`config.mk`:
```
export PLATFORM = sky130hd
export DESIGN_NAME = comp_top
export DESIGN_NICKNAME = d
export VERILOG_FILES = /design/src/rtl/comp_pkg.sv /design/src/rtl/comp_select.sv /design/src/rtl/comp_pal_ram.sv /design/src/rtl/comp_top.sv
export SDC_FILE = /design/constraint.sdc
export NUM_CORES = 1
export LEC_CHECK = 0
export BUFFER_PORTS_ARGS = -buffer_cell sky130_fd_sc_hd__buf_2
export CAP_MARGIN = 20
export CORE_AREA = 2 2 266 268
export CTS_BUF_LIST = sky130_fd_sc_hd__clkbuf_8
export CTS_CLUSTER_SIZE = 10
export DETAILED_ROUTE_END_ITERATION = 8
export DIE_AREA = 0 0 268 270
export GPL_TIMING_DRIVEN = 0
export PLACE_DENSITY = 0.69
export REMOVE_ABC_BUFFERS = 1
export SETUP_SLACK_MARGIN = 0.15
export SLEW_MARGIN = 0
export SYNTH_ARGS = -nofsm -noshare
export SYNTH_HDL_FRONTEND = slang
export SYNTH_HIERARCHICAL = 1
export SYNTH_SLANG_ARGS = --single-unit
```
`constraint.sdc`:
```
create_clock -name clk -period 2.4 [get_ports clk]
set_clock_uncertainty 0.05 [all_clocks]
set_input_delay 0.48 -clock clk [delete_from_list [all_inputs] [get_ports clk]]
set_output_delay 0.48 -clock clk [all_outputs]
set_load 0.01 [all_outputs]
```
`src/rtl/comp_pkg.sv`:
```
package comp_pkg;

    typedef struct packed {
        logic de;
        logic hs;
        logic vs;
    } vid_ctl_t;

    localparam vid_ctl_t CTL_IDLE = '{de: 1'b0, hs: 1'b0, vs: 1'b0};

endpackage

```
`src/rtl/comp_select.sv`:
```
module comp_select #(
    parameter int NUM_SPR = 8,
    parameter int CIDX_W  = 3,
    parameter int PAL_W   = 3,
    localparam int ADDR_W = PAL_W + CIDX_W
) (
    input  logic [CIDX_W-1:0]         bg_cidx,
    input  logic [PAL_W-1:0]          bg_pal,
    input  logic [NUM_SPR-1:0]        spr_hit,
    input  logic [NUM_SPR*CIDX_W-1:0] spr_cidx,
    input  logic [NUM_SPR*PAL_W-1:0]  spr_pal,
    output logic                      sel_sprite,
    output logic [ADDR_W-1:0]         sel_addr
);

    logic [NUM_SPR-1:0] opaque;

    for (genvar i = 0; i < NUM_SPR; i++) begin : g_opaque
        assign opaque[i] = spr_hit[i] && (spr_cidx[i*CIDX_W +: CIDX_W] != '0);
    end

    // Scan from the top down so the lowest opaque sprite is written last.
    always_comb begin
        sel_sprite = 1'b0;
        sel_addr   = {bg_pal, bg_cidx};
        for (int i = NUM_SPR - 1; i >= 0; i--) begin
            if (opaque[i]) begin
                sel_sprite = 1'b1;
                sel_addr   = {spr_pal[i*PAL_W +: PAL_W], spr_cidx[i*CIDX_W +: CIDX_W]};
            end
        end
    end

endmodule

```
`src/rtl/comp_pal_ram.sv`:
```
module comp_pal_ram #(
    parameter int ADDR_W = 6,
    parameter int DATA_W = 12,
    localparam int DEPTH = 1 << ADDR_W
) (
    input  logic              clk,
    input  logic              rst_n,
    input  logic              wr_en,
    input  logic [ADDR_W-1:0] wr_addr,
    input  logic [DATA_W-1:0] wr_data,
    input  logic              rd_en,
    input  logic [ADDR_W-1:0] rd_addr,
    output logic [DATA_W-1:0] rd_data
);

    logic [DATA_W-1:0] mem_d [DEPTH];
    logic [DATA_W-1:0] mem_q [DEPTH];
    logic [DATA_W-1:0] rd_d, rd_q;

    always_comb begin
        for (int i = 0; i < DEPTH; i++) begin
            mem_d[i] = mem_q[i];
        end
        if (wr_en) begin
            mem_d[wr_addr] = wr_data;
        end
        // Read sees the contents before this edge's write; blanked when disabled.
        rd_d = rd_en ? mem_q[rd_addr] : '0;
    end

    always_ff @(posedge clk or negedge rst_n) begin
        if (!rst_n) begin
            for (int i = 0; i < DEPTH; i++) begin
                mem_q[i] <= '0;
            end
            rd_q <= '0;
        end else begin
            for (int i = 0; i < DEPTH; i++) begin
                mem_q[i] <= mem_d[i];
            end
            rd_q <= rd_d;
        end
    end

    assign rd_data = rd_q;

endmodule

```
`src/rtl/comp_top.sv`:
```
module comp_top #(
    parameter int NUM_SPR = 8,
    parameter int CIDX_W  = 3,
    parameter int PAL_W   = 3,
    parameter int CH_W    = 4,
    localparam int ADDR_W = PAL_W + CIDX_W,
    localparam int COL_W  = 3 * CH_W
) (
    input  logic                      clk,
    input  logic                      rst_n,
    input  logic [CIDX_W-1:0]         bg_cidx,
    input  logic [PAL_W-1:0]          bg_pal,
    input  logic [NUM_SPR-1:0]        spr_hit,
    input  logic [NUM_SPR*CIDX_W-1:0] spr_cidx,
    input  logic [NUM_SPR*PAL_W-1:0]  spr_pal,
    input  logic                      de_in,
    input  logic                      hsync_in,
    input  logic                      vsync_in,
    input  logic                      pal_we,
    input  logic [ADDR_W-1:0]         pal_waddr,
    input  logic [COL_W-1:0]          pal_wdata,
    output logic [CH_W-1:0]           red_out,
    output logic [CH_W-1:0]           grn_out,
    output logic [CH_W-1:0]           blu_out,
    output logic                      de_out,
    output logic                      hsync_out,
    output logic                      vsync_out
);

    typedef struct packed {
        logic [ADDR_W-1:0]  addr;
        comp_pkg::vid_ctl_t ctl;
    } stage_t;

    logic              sel_sprite;
    logic [ADDR_W-1:0] sel_addr;
    stage_t            stg_d, stg_q;
    comp_pkg::vid_ctl_t out_d, out_q;
    logic [COL_W-1:0]  rgb;

    comp_select #(
        .NUM_SPR (NUM_SPR),
        .CIDX_W  (CIDX_W),
        .PAL_W   (PAL_W)
    ) u_select (
        .bg_cidx    (bg_cidx),
        .bg_pal     (bg_pal),
        .spr_hit    (spr_hit),
        .spr_cidx   (spr_cidx),
        .spr_pal    (spr_pal),
        .sel_sprite (sel_sprite),
        .sel_addr   (sel_addr)
    );

    always_comb begin
        stg_d.addr   = sel_addr;
        stg_d.ctl.de = de_in;
        stg_d.ctl.hs = hsync_in;
        stg_d.ctl.vs = vsync_in;
        out_d        = stg_q.ctl;
    end

    always_ff @(posedge clk or negedge rst_n) begin
        if (!rst_n) begin
            stg_q <= '{addr: '0, ctl: comp_pkg::CTL_IDLE};
            out_q <= comp_pkg::CTL_IDLE;
        end else begin
            stg_q <= stg_d;
            out_q <= out_d;
        end
    end

    comp_pal_ram #(
        .ADDR_W (ADDR_W),
        .DATA_W (COL_W)
    ) u_pal_ram (
        .clk     (clk),
        .rst_n   (rst_n),
        .wr_en   (pal_we),
        .wr_addr (pal_waddr),
        .wr_data (pal_wdata),
        .rd_en   (stg_q.ctl.de),
        .rd_addr (stg_q.addr),
        .rd_data (rgb)
    );

    assign red_out   = rgb[COL_W-1 -: CH_W];
    assign grn_out   = rgb[2*CH_W-1 -: CH_W];
    assign blu_out   = rgb[CH_W-1:0];
    assign de_out    = out_q.de;
    assign hsync_out = out_q.hs;
    assign vsync_out = out_q.vs;

endmodule

```
# --- Word level (Yosys, flattened, before mapping) ---
# Cells that the tools add are included.
word_totals:
  regBits: 792
  out_inout_bits: 15
  elab_cells: 109
op_classes:
  order_cmp: 3
  n_mux: 15
  bitwise_logic: 2
  reduce_logical: 17
ops:
  columns: ["operator", "n"]
  rows:
  - ["bitwise mux 768 bit", 1]
  - ["binary-select mux 12 bit (select 6 bit)", 1]
  - ["demux 12 bit (select 6 bit)", 1]
  - ["two-way mux 12 bit", 4]
  - ["two-way mux 6 bit", 8]
  - ["nonzero test 3 bit", 8]
  - [">= comparator 7 bit (second input constant)", 2]
  - ["NOT 6 -> 7 bit", 2]
  - ["logical AND 1 bit", 9]
  - ["less-than comparator 7 x 1 -> 1 bit (second input constant)", 1]

# --- Longest topological paths before layout ---
# Gate-level depths: netlist of run 1.
logic_depth:
  ltp_word: 10
  ltp_mapped: 10

# --- By module ---
# The synthesis of run 1 kept the hierarchy.
by_module_without_submodules:
  columns: ["mod", "instances", "cells_each", "area_per_inst_um2"]
  rows:
  - ["comp_pal_ram", 1, 2280, 35670.5]
  - ["comp_select", 1, 90, 601.8]
  - ["comp_top", 1, 12, 300.3]

# --- Least setup slack after synthesis of run 1 ---
# OpenSTA, ideal clock, no wires.
synth_path:
  path_kind: "in2reg"
  from: "input pal_waddr[4]"
  to: "register u_pal_ram/mem_q[37] in the netlist's numbering"
  setup_time_ps: 125
  arrival_ps: 1896
  t_required_ps: 2225
  path_slack_ps: 330
  cell_stages: 6
  path_cell_list: "buf_2 -> inv_2 -> or3_1 -> nor2_1 -> buf_2 -> mux2_2"
synth_via:
  elab_chain_len: 6
  elab_cells_between_ends: 7
  classes_between: "order compare (2); mux (3); bitwise (1); reduce/logical (1)"
synth_rtl:
  columns: ["item", "line", "source"]
  rows:
  - ["start, declared", "comp_top.sv:20", "input logic [ADDR_W-1:0] pal_waddr,"]
  - ["NOT 6 -> 7 bit (implied by the code) (*)", "comp_pal_ram.sv:25", "mem_d[wr_addr] = wr_data;"]
  - [">= comparator 7 bit (implied by the code) / less-than comparator 7 x 1 -> 1 bit (equally long branches)", "comp_pal_ram.sv:25", null]
  - ["logical AND 1 bit (implied by the code)", "comp_pal_ram.sv:25", null]
  - ["two-way mux 12 bit (implied by the code)", "comp_pal_ram.sv:25", null]
  - ["demux 12 bit (select 6 bit) (*)", "comp_pal_ram.sv:25", null]
  - ["bitwise mux 768 bit (*)", "comp_pal_ram.sv:25", null]
  - ["end signal, assigned by index", "comp_pal_ram.sv:39", "mem_q[i] <= mem_d[i];"]
  - ["end, declared", "comp_pal_ram.sv:17", "logic [DATA_W-1:0] mem_q [DEPTH];"]
# Every way passes the cells marked *; elsewhere a longest branch is shown, timed or not.
# A chain may end at the register's enable or synchronous reset.

# --- Final worst setup path of run 1 ---
layout_path:
  from: "register stg_q[3] in the netlist's numbering"
  to: "register u_pal_ram.rd_q[2] (netlist: u_pal_ram/rd_data[2])"
layout_via:
  elab_chain_len: 5
layout_rtl:
  columns: ["item", "line", "source"]
  rows:
  - ["start, declared", "comp_top.sv:37", "stage_t stg_d, stg_q;"]
  - ["start signal, assigned", "comp_top.sv:65", "stg_q <= '{addr: '0, ctl: comp_pkg::CTL_IDLE};"]
  - ["start signal, assigned", "comp_top.sv:68", "stg_q <= stg_d;"]
  - ["NOT 6 -> 7 bit (implied by the code)", "comp_pal_ram.sv:28", "rd_d = rd_en ? mem_q[rd_addr] : '0;"]
  - ["binary-select mux 12 bit (select 6 bit)", "comp_pal_ram.sv:28", null]
  - ["two-way mux 12 bit (implied by the code) (2 in series)", "comp_pal_ram.sv:28", null]
  - ["two-way mux 12 bit", "comp_pal_ram.sv:28", null]
  - ["named net u_pal_ram.rd_d[2]", "comp_pal_ram.sv:18", "logic [DATA_W-1:0] rd_d, rd_q;"]
  - ["end signal, assigned", "comp_pal_ram.sv:41", "rd_q <= rd_d;"]
  - ["end, declared", "comp_pal_ram.sv:18", null]
# The timed path passes the listed nets, and every way through them passes these cells. The select of a mux whose other input is x is not followed.

==> results of run 1 <==
[worst paths after layout]
check	from	endpoint	slack [ns]
worst max-delay path	stg_q[3]	u_pal_ram/rd_data[2]	-0.002
max in group asynchronous	rst_n	u_pal_ram/mem_q[213]	0.51
worst min-delay path	rst_n	u_pal_ram/mem_q[707]	-0.41
worst max register to register	stg_q[3]	u_pal_ram/rd_data[2]	-0.002
worst min register to register	out_d[0]	vsync_out	0.29
min in group clk	pal_wdata[5]	u_pal_ram/mem_q[617]	0.07
[area by class of cell]
cell class                 count  area (µm²)
fill                        5075       26500
sequential                   792       19800
multi-input combinational   1367       16300
timing repair buffer         258        2960
clock buffer                 170        2340
tap                          940        1180
clock inverter                70         443
inverter                       1        3.75
antenna                        1        2.50
[through the flow]
stage	utilization (%)	total power, mW	instances
5_1_grt	61.9	36.5	3599
3_3_place_gp	53.3	21.6	3200
4_1_cts	61.1	35.0	3576
2_1_floorplan	-	19.7	2160
3_5_place_dp	54.8	21.7	3264
6_report	61.9	35.0	3599
[timing repair]
action,CTS,global route
resized for setup,128,49
buffers inserted,34,16
endpoints found under the setup margin,12,264
cloned,16,2
pin swaps,14,15
endpoints found under the hold margin,112,103
[flip-flops by register name, summed over array words and instances (netlist names)]
register and cells:
de_out 1, hsync_out 1, out_d 3, stg_q 6, u_pal_ram/mem_q 768, u_pal_ram/rd_data 12, vsync_out 1
[power groups by stage]
stage	clock network, mW	registers, mW	logic [mW]
final	12.4	16.0	6.59
after detailed placement	0	16.3	5.36
after global placement	0	16.6	5.00
after global routing	13.3	16.2	6.93
after CTS	12.7	16.0	6.32
after floorplan	0	16.2	3.49
[per-layer routing]
layer / vias to the layer above / wire length, µm / track usage, %
li1: 9270 / - / -
met5: - / 11 / 0.676
met2: 820 / 47500 / 43.5
met3: 187 / 6670 / 6.14
met1: 12001 / 40100 / 37.0
met4: 2 / 3190 / 10.7
==> results.md, run 1 <==
* Status: finished with violations
* Failing checks: negative hold slack, negative setup slack
* Fmax at 416 MHz
* CTS HTree Levels at 4
* Initial antenna violation count at 5
* Num CTS Buffers at 138
* Die height at about 270 µm
* Critical path cell sequence: buf_8 -> buf_16 -> buf_4 -> mux4_2 -> o22ai_1 -> a211oi_1 -> a22o_1
* Final Cycle Share at 100%
* Reg2reg path depth at 7
* Worst-margin pin slew at 0.964 ns
* Slew margin rel. at 35.5%
* Tmin final at 2.40 ns
* DRC Markers at 0
* Ys Warns at 6
* CTS tree: yes
* Die Span X at 268 µm
* Vias per std cell at 6.19
* Hold-fix buffers, CTS at 22
* Hold Fails Final Rpt at 103
* IO Count at roughly 100
* Tightest hold margin at -0.408 ns
* Cell count after synthesis at between 2000 and 2500
* Combinational Power Share at 18.8%
* PnR worst setup slack at -0.00160 ns
* Number of global-route vias before repair at between 20000 and 25000
* Root Driver: clkbuf_8
* DR WL/cell at 27.1 µm
* Crit Path Max Fanout at 12
* Max-Cap Viols at 0
* Die area at a little over 70000 µm²
* P_int at 25.5 mW
* NetSw at between 9 and 10 mW
* CP arrival at a little over 3 ns
* Leakage at 20.0 nW
* Critical path's top delay family: compound AO/OA/AOI/OAI gates
* Placer Congestion at 0.907
* CP max stage delay at 0.53 ns
* Buf/Inv on CP at 3
* CTS Sinks at 792
* CP Depth at 7
* VDD IR max at 0.420 mV
* Clock slew at reported path FFs at 0.06 ns
* PD cells at between 800 and 900 nW/µm²
* Sw Ratio at 27.1%
* Core ar. at 69500 µm²
* Clk pwr share at between 30% and 40%
* Share of layout cells above drive strength 1 at between 50% and 60%
* CP endpoint kind: register
* Setup WS pre-CTS at -1.22 ns
* Initial detailed-routing violation count at 1850
* Final instance area at around 43000 µm²
* RSZ-0062 raised after global routing: true
* Slowest cell on crit path: dfrtp_4
* Post-Syn Area at ~37000 µm²
* 1st-pass router iterations at 5
* Row count at 97
* Max Root-Sink Buffers at 3
* Area growth from synthesis to layout at 17.7%
* CP startpoint kind: register
* Skew-Pair Late Insertion Delay at 0.81 ns
* Total Nets Final at 2644
* Avg Cell Area, Syn at 15.4 µm²
* Most common cell after layout, fill and taps aside: dfrtp_1
* DP Area at 38100 µm²
* GRT Util Overall at 27.5%
* Via count at roughly 22000
* Commonest cells after routing, fill and taps aside: dfrtp_1, mux2_2, mux4_2
* Initial core utilization at 52.6%
* Seq pwr share at 45.8%
* Min-delay worst type: in -> async
* Setup Viol. Count Final at 1
* Post-Route WL at 97400 µm
* Setup TNS at -0.00160 ns
* Required @ worst endpoint at roughly 3.1 ns
* Post-DP HPWL at between 60000 and 70000 µm
* GRT overflow at 0
* Post-DRT Antenna Nets at 0
* Largest net degree at the start of global routing at 133
* CP Class: reg -> reg
* Fin. max-slew vios at 0
* First-pass GRT wire length at 147000 µm
* IO Port Bufs at 100
Power figures use the tool's default switching activity.
==> run 2: changes to the inputs <==
CORE_AREA = 10 10 274 276   (was 2 2 266 268)
DIE_AREA = 0 0 284 286   (was 0 0 268 270)
==> run 2 against run 1 <==
  * The flow still finishes with violations (negative hold slack, negative setup slack)
  * Cell count down 0.42%
  * Via count down 0.59%
  * Clock power up 3%
  * First-iteration DRC count down 12%
  * Power up 0.54%
  * Count of clock-buffer cells in the layout up 16
  * Highest routed layer is now met4
==> results.md, run 2 (synthesis gave the netlist of run 1 again) <==
* Worst setup path start: stg_q[3]
* Vias per std cell at 6.18 (-0.18%)
* CP dominant cell by count: buf_16
* Worst-margin pin slew at 1.06 ns (+0.0920 ns)
* Worst setup endpoint: u_pal_ram/rd_data[8]
* Max reg flops at 768 (unchanged)
* Number of global-route vias before repair at 23920 (+1.9%)
* VDD IR max at 0.506 mV (+20%)
* CTS HTree Levels at 4 (unchanged)
* 1st-pass router iterations at 5 (unchanged)
* Reg2reg path depth at 10 (+3)
* Min-delay worst type: in -> async
* Post-DRT Antenna Nets at 0 (unchanged)
* Largest Register: u_pal_ram/mem_q
* First-pass GRT wire length at 148000 µm (+0.54%)
* DP Area at 38100 µm² (-0.11%)
* Die Span X at 284 µm (+6.0%)
* GRT Util Overall at 24.0% (-3.5 points)
* Initial detailed-routing violation count at 1626 (-12%)
* Die height at 286 µm (+5.9%)
* Via count at 22148 (-0.59%)
* Die area at 81200 µm² (+12%)
* Setup Viol. Count Final at 7 (+6)
* Required @ worst endpoint at 3.02 ns (-0.04 ns)
* CP Class: reg -> reg
* Commonest cells after routing, fill and taps aside: dfrtp_1, mux2_2, clkbuf_8
* Final Cycle Share at 102% (+2.4 points)
* CP startpoint kind: register
* Clock slew at reported path FFs at 0.06 ns (about the same)
* Num CTS Buffers at 137 (-0.72%)
* Share of layout cells above drive strength 1 at 56.6% (+0.29 points)
* Reg2reg start: stg_q[3]
* PD cells at 822 nW/µm² (+1.1%)
* Placed Cells at 3257 (-0.21%)
* Leakage at 19.9 nW (-0.49%)
* Largest net degree at the start of global routing at 130 (-2.3%)
* CP endpoint kind: register
* Most common cell after layout, fill and taps aside: dfrtp_1
* Max-Cap Viols at 0 (unchanged)
* GRT overflow at 0 (unchanged)
* IO Port Bufs at 100 (unchanged)
* Final Non-Filler Cells at 3584 (-0.42%)
* Initial core utilization at 52.6% (unchanged)
* Critical path cell sequence: buf_16 -> buf_16 -> buf_16 -> buf_12 -> buf_6 -> mux4_2 -> mux2i_1 -> o21ai_1 -> a21oi_2 -> o2bb2ai_2
* Max Root-Sink Buffers at 3 (unchanged)
* Area growth from synthesis to layout at 17.0%
* Setup WS pre-CTS at -1.32 ns (-0.0960 ns)
* Row count at 97 (unchanged)
* Core ar. at 69500 µm² (unchanged)
* Fin. max-slew vios at 0 (unchanged)
* Post-Route WL at 97900 µm (+0.50%)
* Post-DP HPWL at 58900 µm (-1.9%)
* Hold-fix buffers, CTS at 23 (+4.5%)
* Initial antenna violation count at 2 (-3)
* PnR worst setup slack at -0.0591 ns (-0.0575 ns)
* Tightest hold margin at -0.395 ns (+0.0127 ns)
* Worst reg2reg setup slack at -0.06 ns (-0.06 ns)
* Fmax at 407 MHz (-2.3%)
* Setup TNS at -0.169 ns (-0.167 ns)
* Crit Path Max Fanout at 7 (-5)
* RSZ-0062 raised after global routing: true
* Total Nets Final at 2621 (-0.87%)
* Status: finished with violations
* DR WL/cell at 27.3 µm (+0.92%)
* CP max stage delay at 0.52 ns (about the same)
* Slowest cell on crit path: dfrtp_4
* Skew-Pair Late Insertion Delay at 0.81 ns (about the same)
* CP arrival at 3.08 ns (about the same)
* CTS tree: yes
* Slew margin rel. at 29.2% (-6.3 points)
* Tmin final at 2.46 ns (+0.0575 ns)
* IO Count at 101 (unchanged)
* Root Driver: clkbuf_8
* DRC Markers at 0 (unchanged)
* Hold Fails Final Rpt at 78 (-24%)
* Placer Congestion at 0.850 (-6.2%)
* Failing checks: negative hold slack, negative setup slack
* CTS Sinks at 792 (unchanged)
* Reg2reg end: u_pal_ram/rd_data[8]
* Final instance area at 42800 µm² (-0.59%)
==> run 2: per-stage QoR <==
stage               utilization (%)  total power, mW  hold WS (ns)
floorplan                         -             19.7         0.134
global placement               53.3             21.6         0.290
detailed placement             54.7             21.6         0.289
CTS                            60.9             35.2        -0.411
global route                   61.5             36.6        -0.370
finish                         61.5             35.2        -0.395
==> run 2: worst min path at each step <==
stage | startpoint | end | slack (ns) | cells past startpoint
after floorplan | rst_n | de_out | 0.13 | 0
after global placement | out_d[1] | hsync_out | 0.29 | 0
after detailed placement | out_d[1] | hsync_out | 0.29 | 0
after CTS | rst_n | u_pal_ram/mem_q[654] | -0.41 | 1
after global routing | rst_n | u_pal_ram/mem_q[654] | -0.37 | 1
final | rst_n | u_pal_ram/mem_q[654] | -0.39 | 1
==> run 2: final cells by class <==
| class | count | area, µm² |
|---|---|---|
| multi-input cells | 1367 | 16200 |
| fillers | 5101 | 26800 |
| clock inverters | 59 | 358 |
| well taps | 940 | 1180 |
| repair buffers | 236 | 2670 |
| diodes | 3 | 7.51 |
| flip-flops and latches | 792 | 19800 |
| clock buffers | 186 | 2560 |
| inverters | 1 | 3.75 |
==> run 2: layer usage <==
| metal | vias to the layer above | GRT usage [%] | routed length, µm |
|---|---|---|---|
| met1 | 11943 | 31.1 | 41300 |
| met5 | - | 1.13 | 0 |
| met2 | 781 | 37.5 | 46200 |
| li1 | 9240 | - | - |
| met3 | 184 | 7.27 | 7510 |
| met4 | 0 | 9.38 | 2860 |
==> run 2: where the power goes <==
group	leakage [nW]	total (mW)	switching (mW)	internal, mW
Clock	1.63	12.8	5.57	7.22
Sequential	10.5	16.0	0.892	15.1
Combinational	7.73	6.35	2.96	3.39
==> run 2: worst max-delay path: cells and delay by family, from the launching register on <==
kind / cells / cell delay [ns]
multiplexers: 2 / 0.57
buffers and inverters: 5 / 0.70
flip-flops: 1 / 0.52
AO/OA/AOI/OAI: 3 / 0.47
==> run 2: timing repair <==
item	in CTS	in global routing
buffers inserted	26	6
gates cloned	15	3
setup endpoints to repair	24	154
pin swaps	14	6
gates resized for setup	118	42
hold endpoints to repair	87	78
